==> config.mk <==
export PLATFORM = sky130hd
export DESIGN_NAME = strided_addr_gen
export DESIGN_NICKNAME = d
export VERILOG_FILES = /design/src/rtl/sbag_pkg.sv /design/src/rtl/sbag_decode.sv /design/src/rtl/sbag_seq_ctrl.sv /design/src/rtl/sbag_addr_path.sv /design/src/rtl/strided_addr_gen.sv
export SDC_FILE = /design/constraint.sdc
export NUM_CORES = 1
export LEC_CHECK = 0
export BUFFER_PORTS_ARGS = -buffer_cell sky130_fd_sc_hd__buf_4
export CORE_AREA = 2 2 123 155
export DETAILED_ROUTE_END_ITERATION = 12
export DIE_AREA = 0 0 125 157
export GPL_TIMING_DRIVEN = 0
export PLACE_DENSITY_LB_ADDON = 0.25
export REMOVE_ABC_BUFFERS = 1
export SLEW_MARGIN = 20
export SYNTH_ARGS = -nofsm -noshare
export SYNTH_HDL_FRONTEND = slang
export SYNTH_SLANG_ARGS = --single-unit
==> constraint.sdc <==
create_clock -name clk -period 5.1 [get_ports clk]
set_input_delay 0.51 -clock clk [delete_from_list [all_inputs] [get_ports clk]]
set_output_delay 0.51 -clock clk [all_outputs]
set_load 0.01 [all_outputs]
==> src/rtl/sbag_pkg.sv <==
// Package: shared types and field positions for the strided block address
// generator. Field positions are fixed by the pattern-word format.
package sbag_pkg;

    // Movement codes, pattern word bits 29:28
    typedef enum logic [1:0] {
        MV_ASC   = 2'd0,
        MV_DESC  = 2'd1,
        MV_FIXED = 2'd2,
        MV_BURST = 2'd3
    } move_e;

    localparam int FIELD_W   = 14;   // block size and stride field width
    localparam int SIZE_W    = 4;    // beat size in bytes, max 8
    localparam int SZ_HI     = 31;
    localparam int SZ_LO     = 30;
    localparam int MV_HI     = 29;
    localparam int MV_LO     = 28;
    localparam int BLK_LO    = 14;
    localparam int STR_LO    = 0;

    // Decoded pattern configuration
    typedef struct packed {
        logic [SIZE_W-1:0]  size_bytes;
        move_e              mode;
        logic [FIELD_W-1:0] blk_size;
        logic [FIELD_W-1:0] stride;
    } pat_cfg_t;

endpackage

==> src/rtl/sbag_decode.sv <==
// Module: sbag_decode
// Splits a 32-bit pattern word into beat size (bytes), movement mode, block
// size and stride. Purely combinational; assumes the fixed field layout.
module sbag_decode
    import sbag_pkg::*;
(
    input  logic [31:0] word_i,
    output pat_cfg_t    cfg_o
);

    // Decode every field of the pattern word
    always_comb begin
        cfg_o.size_bytes = SIZE_W'(1) << word_i[SZ_HI:SZ_LO];
        cfg_o.mode       = move_e'(word_i[MV_HI:MV_LO]);
        cfg_o.blk_size   = word_i[BLK_LO+FIELD_W-1:BLK_LO];
        cfg_o.stride     = word_i[STR_LO+FIELD_W-1:STR_LO];
    end

endmodule

==> src/rtl/sbag_seq_ctrl.sv <==
// Module: sbag_seq_ctrl
// Sequencing state: run flag, remaining byte count, byte position inside the
// current block and the done pulse. Assumes cfg is stable while running
// (the top latches it on the accepted start).
module sbag_seq_ctrl
    import sbag_pkg::*;
#(
    parameter int CNT_W = 22
) (
    input  logic               clk,
    input  logic               rst_n,
    input  logic               start_i,
    input  logic [CNT_W-1:0]   total_i,
    input  logic               ready_i,
    input  logic [SIZE_W-1:0]  size_i,
    input  logic [FIELD_W-1:0] blk_i,
    output logic               load_o,
    output logic               adv_o,
    output logic               valid_o,
    output logic               last_o,
    output logic               blk_end_o,
    output logic               done_o
);

    localparam int POS_W = FIELD_W + 1;

    logic              run_q;
    logic              done_q;
    logic [CNT_W-1:0]  rem_q;
    logic [POS_W-1:0]  pos_q;
    logic [POS_W-1:0]  pos_next;

    // Handshake and boundary decode for the current beat
    always_comb begin
        load_o    = start_i && !run_q;
        adv_o     = run_q && ready_i;
        last_o    = run_q && (rem_q <= CNT_W'(size_i));
        pos_next  = pos_q + POS_W'(size_i);
        blk_end_o = run_q && (blk_i != '0) && (pos_next >= POS_W'(blk_i));
        valid_o   = run_q;
        done_o    = done_q;
    end

    // Run flag, counters and done pulse
    always_ff @(posedge clk) begin
        if (!rst_n) begin
            run_q  <= 1'b0;
            done_q <= 1'b0;
            rem_q  <= '0;
            pos_q  <= '0;
        end else begin
            done_q <= 1'b0;
            if (load_o) begin
                pos_q <= '0;
                rem_q <= total_i;
                if (total_i == '0) begin
                    done_q <= 1'b1;
                end else begin
                    run_q <= 1'b1;
                end
            end else if (adv_o) begin
                if (last_o) begin
                    run_q  <= 1'b0;
                    done_q <= 1'b1;
                    rem_q  <= '0;
                end else begin
                    rem_q <= rem_q - CNT_W'(size_i);
                    pos_q <= blk_end_o ? '0 : pos_next;
                end
            end
        end
    end

    // done never overlaps an offered beat
    assert_done_idle_R10: assert property (@(posedge clk) disable iff (!rst_n)
        done_o |-> !valid_o);

    // a stalled beat stays offered
    assert_hold_valid_R11: assert property (@(posedge clk) disable iff (!rst_n)
        (valid_o && !ready_i) |=> valid_o);

    // accepting the last beat ends the run with a done pulse
    assert_last_ends_R9: assert property (@(posedge clk) disable iff (!rst_n)
        (adv_o && last_o) |=> (!valid_o && done_o));

    // a start while running does not restart the count
    assert_start_ignored_R12: assert property (@(posedge clk) disable iff (!rst_n)
        (valid_o && start_i && !ready_i) |=> (valid_o && $stable(rem_q)));

endmodule

==> src/rtl/sbag_addr_path.sv <==
// Module: sbag_addr_path
// Holds the current beat address and the start address of the current
// block. Steps the address by the movement mode within a block and jumps
// to block start plus stride at a block end. Wraps modulo 2^ADDR_W.
module sbag_addr_path
    import sbag_pkg::*;
#(
    parameter int ADDR_W = 36
) (
    input  logic               clk,
    input  logic               rst_n,
    input  logic               load_i,
    input  logic [ADDR_W-1:0]  first_i,
    input  logic               adv_i,
    input  logic               valid_i,
    input  logic               last_i,
    input  logic               blk_end_i,
    input  pat_cfg_t           cfg_i,
    output logic [ADDR_W-1:0]  addr_o
);

    logic [ADDR_W-1:0] addr_q;
    logic [ADDR_W-1:0] bstart_q;
    logic [ADDR_W-1:0] step;
    logic [ADDR_W-1:0] jump;

    // Next in-block address and next block start
    always_comb begin
        jump = bstart_q + ADDR_W'(cfg_i.stride);
        unique case (cfg_i.mode)
            MV_DESC:  step = addr_q - ADDR_W'(cfg_i.size_bytes);
            MV_FIXED: step = addr_q;
            default:  step = addr_q + ADDR_W'(cfg_i.size_bytes);
        endcase
    end

    // Address and block-start registers
    always_ff @(posedge clk) begin
        if (!rst_n) begin
            addr_q   <= '0;
            bstart_q <= '0;
        end else if (load_i) begin
            addr_q   <= first_i;
            bstart_q <= first_i;
        end else if (adv_i && !last_i) begin
            if (blk_end_i) begin
                addr_q   <= jump;
                bstart_q <= jump;
            end else begin
                addr_q <= step;
            end
        end
    end

    assign addr_o = addr_q;

    // the address holds while a beat is stalled
    assert_hold_addr_R11: assert property (@(posedge clk) disable iff (!rst_n)
        (valid_i && !adv_i) |=> $stable(addr_o));

    // fixed mode keeps the address inside a block
    assert_fixed_R5: assert property (@(posedge clk) disable iff (!rst_n)
        (adv_i && !last_i && !blk_end_i && cfg_i.mode == MV_FIXED) |=> $stable(addr_o));

    // ascending mode moves up by the beat size inside a block
    assert_asc_step_R3: assert property (@(posedge clk) disable iff (!rst_n)
        (adv_i && !last_i && !blk_end_i && cfg_i.mode == MV_ASC)
        |=> (addr_o == $past(addr_o) + ADDR_W'(cfg_i.size_bytes)));

endmodule

==> src/rtl/strided_addr_gen.sv <==
// Module: strided_addr_gen (top)
// Strided block address generator for one side of a DMA transfer. Latches
// the decoded pattern on an accepted start and offers one beat per cycle
// over valid/ready. Assumes start is ignored while busy.
module strided_addr_gen
    import sbag_pkg::*;
#(
    parameter int BASE_W = 32,
    parameter int EXT_W  = 4,
    parameter int CNT_W  = 22
) (
    input  logic                      clk,
    input  logic                      rst_n,
    input  logic                      start,
    input  logic [BASE_W-1:0]         base_addr,
    input  logic [EXT_W-1:0]          addr_ext,
    input  logic [31:0]               pattern_word,
    input  logic [CNT_W-1:0]          total_bytes,
    input  logic                      beat_ready,
    output logic                      beat_valid,
    output logic [BASE_W+EXT_W-1:0]   beat_addr,
    output logic [SIZE_W-1:0]         beat_size,
    output logic                      beat_last,
    output logic                      beat_burst,
    output logic                      busy,
    output logic                      done
);

    localparam int ADDR_W = BASE_W + EXT_W;

    pat_cfg_t cfg_in;
    pat_cfg_t cfg_q;
    logic     load;
    logic     adv;
    logic     last;
    logic     blk_end;
    logic     valid;

    sbag_decode u_dec (
        .word_i (pattern_word),
        .cfg_o  (cfg_in)
    );

    // Pattern configuration register, loaded on an accepted start
    always_ff @(posedge clk) begin
        if (!rst_n) begin
            cfg_q <= '0;
        end else if (load) begin
            cfg_q <= cfg_in;
        end
    end

    sbag_seq_ctrl #(.CNT_W(CNT_W)) u_seq (
        .clk       (clk),
        .rst_n     (rst_n),
        .start_i   (start),
        .total_i   (total_bytes),
        .ready_i   (beat_ready),
        .size_i    (cfg_q.size_bytes),
        .blk_i     (cfg_q.blk_size),
        .load_o    (load),
        .adv_o     (adv),
        .valid_o   (valid),
        .last_o    (last),
        .blk_end_o (blk_end),
        .done_o    (done)
    );

    sbag_addr_path #(.ADDR_W(ADDR_W)) u_addr (
        .clk       (clk),
        .rst_n     (rst_n),
        .load_i    (load),
        .first_i   ({addr_ext, base_addr}),
        .adv_i     (adv),
        .valid_i   (valid),
        .last_i    (last),
        .blk_end_i (blk_end),
        .cfg_i     (cfg_q),
        .addr_o    (beat_addr)
    );

    // Beat outputs
    always_comb begin
        beat_valid = valid;
        busy       = valid;
        beat_size  = cfg_q.size_bytes;
        beat_last  = last;
        beat_burst = valid && (cfg_q.mode == MV_BURST) && !blk_end && !last;
    end

    // burst hint only in burst mode and only with a beat offered
    assert_burst_mode_R8: assert property (@(posedge clk) disable iff (!rst_n)
        beat_burst |-> (beat_valid && cfg_q.mode == MV_BURST && !beat_last));

    // offered beat size is a power of two no larger than 8
    assert_size_onehot_R2: assert property (@(posedge clk) disable iff (!rst_n)
        beat_valid |-> ($countones(beat_size) == 1));

endmodule

==> results_dict.tcl <==
set metrics [dict create \
    critPathMaxFanout 11 \
    fmax_mhz 206 \
    synth_commonest_cells "a21oi_1 (164), nand2_1 (160), dfxtp_1 (145)" \
    ios 139 \
    cts.sinks 145 \
    syn2layout_area_growth_pct 18.8 \
    async_flop_share_pct 0 \
    crit_path_cell_trace "ha_1, inv_1, fa_1, nand2b_1, nand2b_1, a21o_1, nand3_1, nor2_2, xor2_1, ha_1, a211oi_2, nor2_1, o21ai_1, a21oi_4, o31a_4, nor3_2, buf_4" \
    die_h_um 157 \
    status "completed" \
    synth_edf_count 0 \
    num-nets-final 1640 \
    min_period_ps 4860 \
    slowest_delay_ps 470 \
    ir_drop_mv 0.256 \
    cts_buffers 17 \
    sw_frac_of_total_pct 37.5 \
    crit_arrival_ps 4350 \
    gp_congestion 0.953 \
    dp_cells 1669 \
    endpoint_kind "output port" \
    grt-ovfl-total 0 \
    yosysWarnings 0 \
    netlist_instances 1374 \
    synth-main-ff-cell "dfxtp_1" \
    portBuffers 138 \
    share_comb_of_total_power_pct 39.1 \
    critPathKind "flip-flop to output port" \
    core-area_um2 18000 \
    grtUsageTotal_pct 31.9 \
    vias 10800 \
    grt_max_degree 72 \
    p_switching_mw 1.64 \
    leakagePower_nw 5.08 \
    grt_pass1_wl_um 50600 \
    setup_violations 0 \
    path_clk_slew_ps 70 \
    drtIter0Drc 1085 \
    synth_seq_cells 145 \
    postRouteWirelength_um 32300 \
    cellPowerDensity_nw_per_um2 351 \
    worstPathRequired_ps 4590 \
    seq_power_share_pct 30.6 \
    pre_cts_slack_ps -385 \
    initial_core_util_pct 58.2 \
    synth.top_cell.area_share_pct 27.6 \
    yosysMostFrequentCell "a21oi_1" \
    die_w_um 125 \
    die_area_um2 19600 \
    cap_violations 0 \
    clockPowerShare_pct 30.2 \
    num_rows 55 \
    drcViolationCount 0 \
    ys_types 85 \
    cts_tree "done" \
    cp_slowest_cell "o31a_4" \
    start_kind "flip-flop" \
    avgRoutedWirePerCell_um 18.9 \
    final_antenna_net_count 0 \
    dpl_cell_area_um2 11700 \
    yosysSeqAreaShare_pct 27.6 \
    clock_skew_ps 14.0 \
    rsz0062_at_grt "false" \
    syn_avg_cell_area_um2 7.64 \
    drt_pass1_iterations 5 \
    final_area_um2 12500 \
    insertion_delay_ps 440 \
    setup_ws_ps 243 \
    hold_violations 0 \
    finalSetupTns_ps 0 \
    final_layout_size_suffix_gt1_share_pct 16.1 \
    worst_slew_pin_slew_ps 1140 \
    slew_headroom_pct 24.3 \
    grt_pass1_vias 10100 \
    hold_class "input port to flip-flop" \
    fin_crit_sh_pct 95.2 \
    synth_area_leader_cell "dfxtp_1" \
    finalMaxSlewViolations 0 \
    cts_root_buf "clkbuf_16" \
    synthTopCellsByArea "dfxtp_1 (28%), ha_1 (8.7%), a21oi_1 (7.8%)" \
    instances_no_fill 1710 \
    cts_buffer_depth 2 \
    antenna_found_initial 0 \
    dpl.hpwl_um 22300 \
    syn_area_um2 10500 \
    avgViaCountPerCell 6.32 \
    antenna_cells 0 \
    htree_levels 4 \
    ctsHoldBuffers 0 \
    internal_power_mw 2.74 \
]
[final timing paths]
path,startpoint,endpoint,slack (ps),cells past startpoint
setup / recovery,beat_size[0],beat_burst,240,17
hold / removal,pattern_word[10],cfg_q[10],310,3
setup reg to reg,beat_size[1],u_addr.bstart_q[31],310,19
hold reg to reg,u_seq.pos_q[0],u_seq.pos_q[0],450,2
[placed cells by master (no fill, tap or decap), types with 7 or more instances in the layout]
cell type and count:
a21oi_1 161, nand2_1 159, buf_4 145, dfxtp_1 143, nor2_1 124, o21ai_0 100
ha_1 73, xnor2_1 54, xor2_1 46, inv_1 43, nor3_1 36, nand3_1 34
nand2b_1 21, a221oi_1 19, nand4_1 17, clkbuf_16 17, a21o_1 15, a211oi_1 15
and3_1 14, nor4_1 14, a22oi_1 14, o221ai_1 13, a222oi_1 12, o21a_1 11
a31oi_1 9, o211ai_1 8, o22ai_1 8, and2_1 7, nand3b_1 7
[sequential cells by signal, summed over array words and instances, names as in the netlist]
name and count:
u_seq.rem_q 22, beat_size 4, cfg_q 30, u_seq.done_o 1, u_addr.addr_o 36, u_addr.bstart_q 36, u_seq.valid_o 1, u_seq.pos_q 15
[layout make-up]
class,count,area (µm²)
fillers,1514,5560
repair buffers,155,1280
multi-input cells,1106,7210
clock buffers,19,433
flip-flops and latches,145,2910
clock inverters,13,176
well taps,228,285
inverters,44,168
[logic make-up after synthesis]
logic type | count (synthesis) | synth area share (%)
buffers and inverters | 125 | 5.17
AND/OR/NAND/NOR | 475 | 21.4
XOR/XNOR | 101 | 8.60
flip-flops | 145 | 27.6
adder cells (fa/ha/maj) | 77 | 9.46
multiplexers | 4 | 0.381
AO/OA/AOI/OAI | 447 | 27.3
[metal layers]
layer,global-route usage [%],vias to the layer above,share of wire (%)
li1,-,5210,-
met1,39.2,5070,42
met2,55.2,452,48
met3,5.54,83,6.6
met4,13.5,0,3.8
met5,0,-,0
[critical path, delay by kind of cell (launching register included)]
kind / cells / cell delay [ps]
buffers and inverters: 2 / 210
flip-flops: 1 / 420
XOR/XNOR: 1 / 240
adder cells (fa/ha/maj): 3 / 880
AO/OA/AOI/OAI: 5 / 1280
AND/OR/NAND/NOR: 6 / 880
[metrics by stage]
step	power (mW)	hold WS, ps	utilization, %
final	4.38	312	69.2
after global placement	2.96	443	63.5
after detailed placement	3.02	448	64.9
after CTS	4.35	308	68.5
after global routing	4.61	317	69.2
after floorplan	2.51	436	-
[power by group through the flow]
stage	clock network [mW]	logic [mW]	registers, mW
2_1_floorplan	0	1.15	1.36
3_3_place_gp	0	1.61	1.36
3_5_place_dp	0	1.65	1.36
4_1_cts	1.33	1.68	1.34
5_1_grt	1.38	1.88	1.35
6_report	1.32	1.71	1.34
[what timing repair did]
| item | in CTS | in global routing |
|---|---|---|
| endpoints found under the setup margin | 35 | 68 |
| cloned | 2 | 0 |
| gates resized for setup | 7 | 13 |
| pin swaps | 2 | 2 |
| buffers inserted | 0 | 7 |
Note: power is estimated with default switching activity, not from simulation.
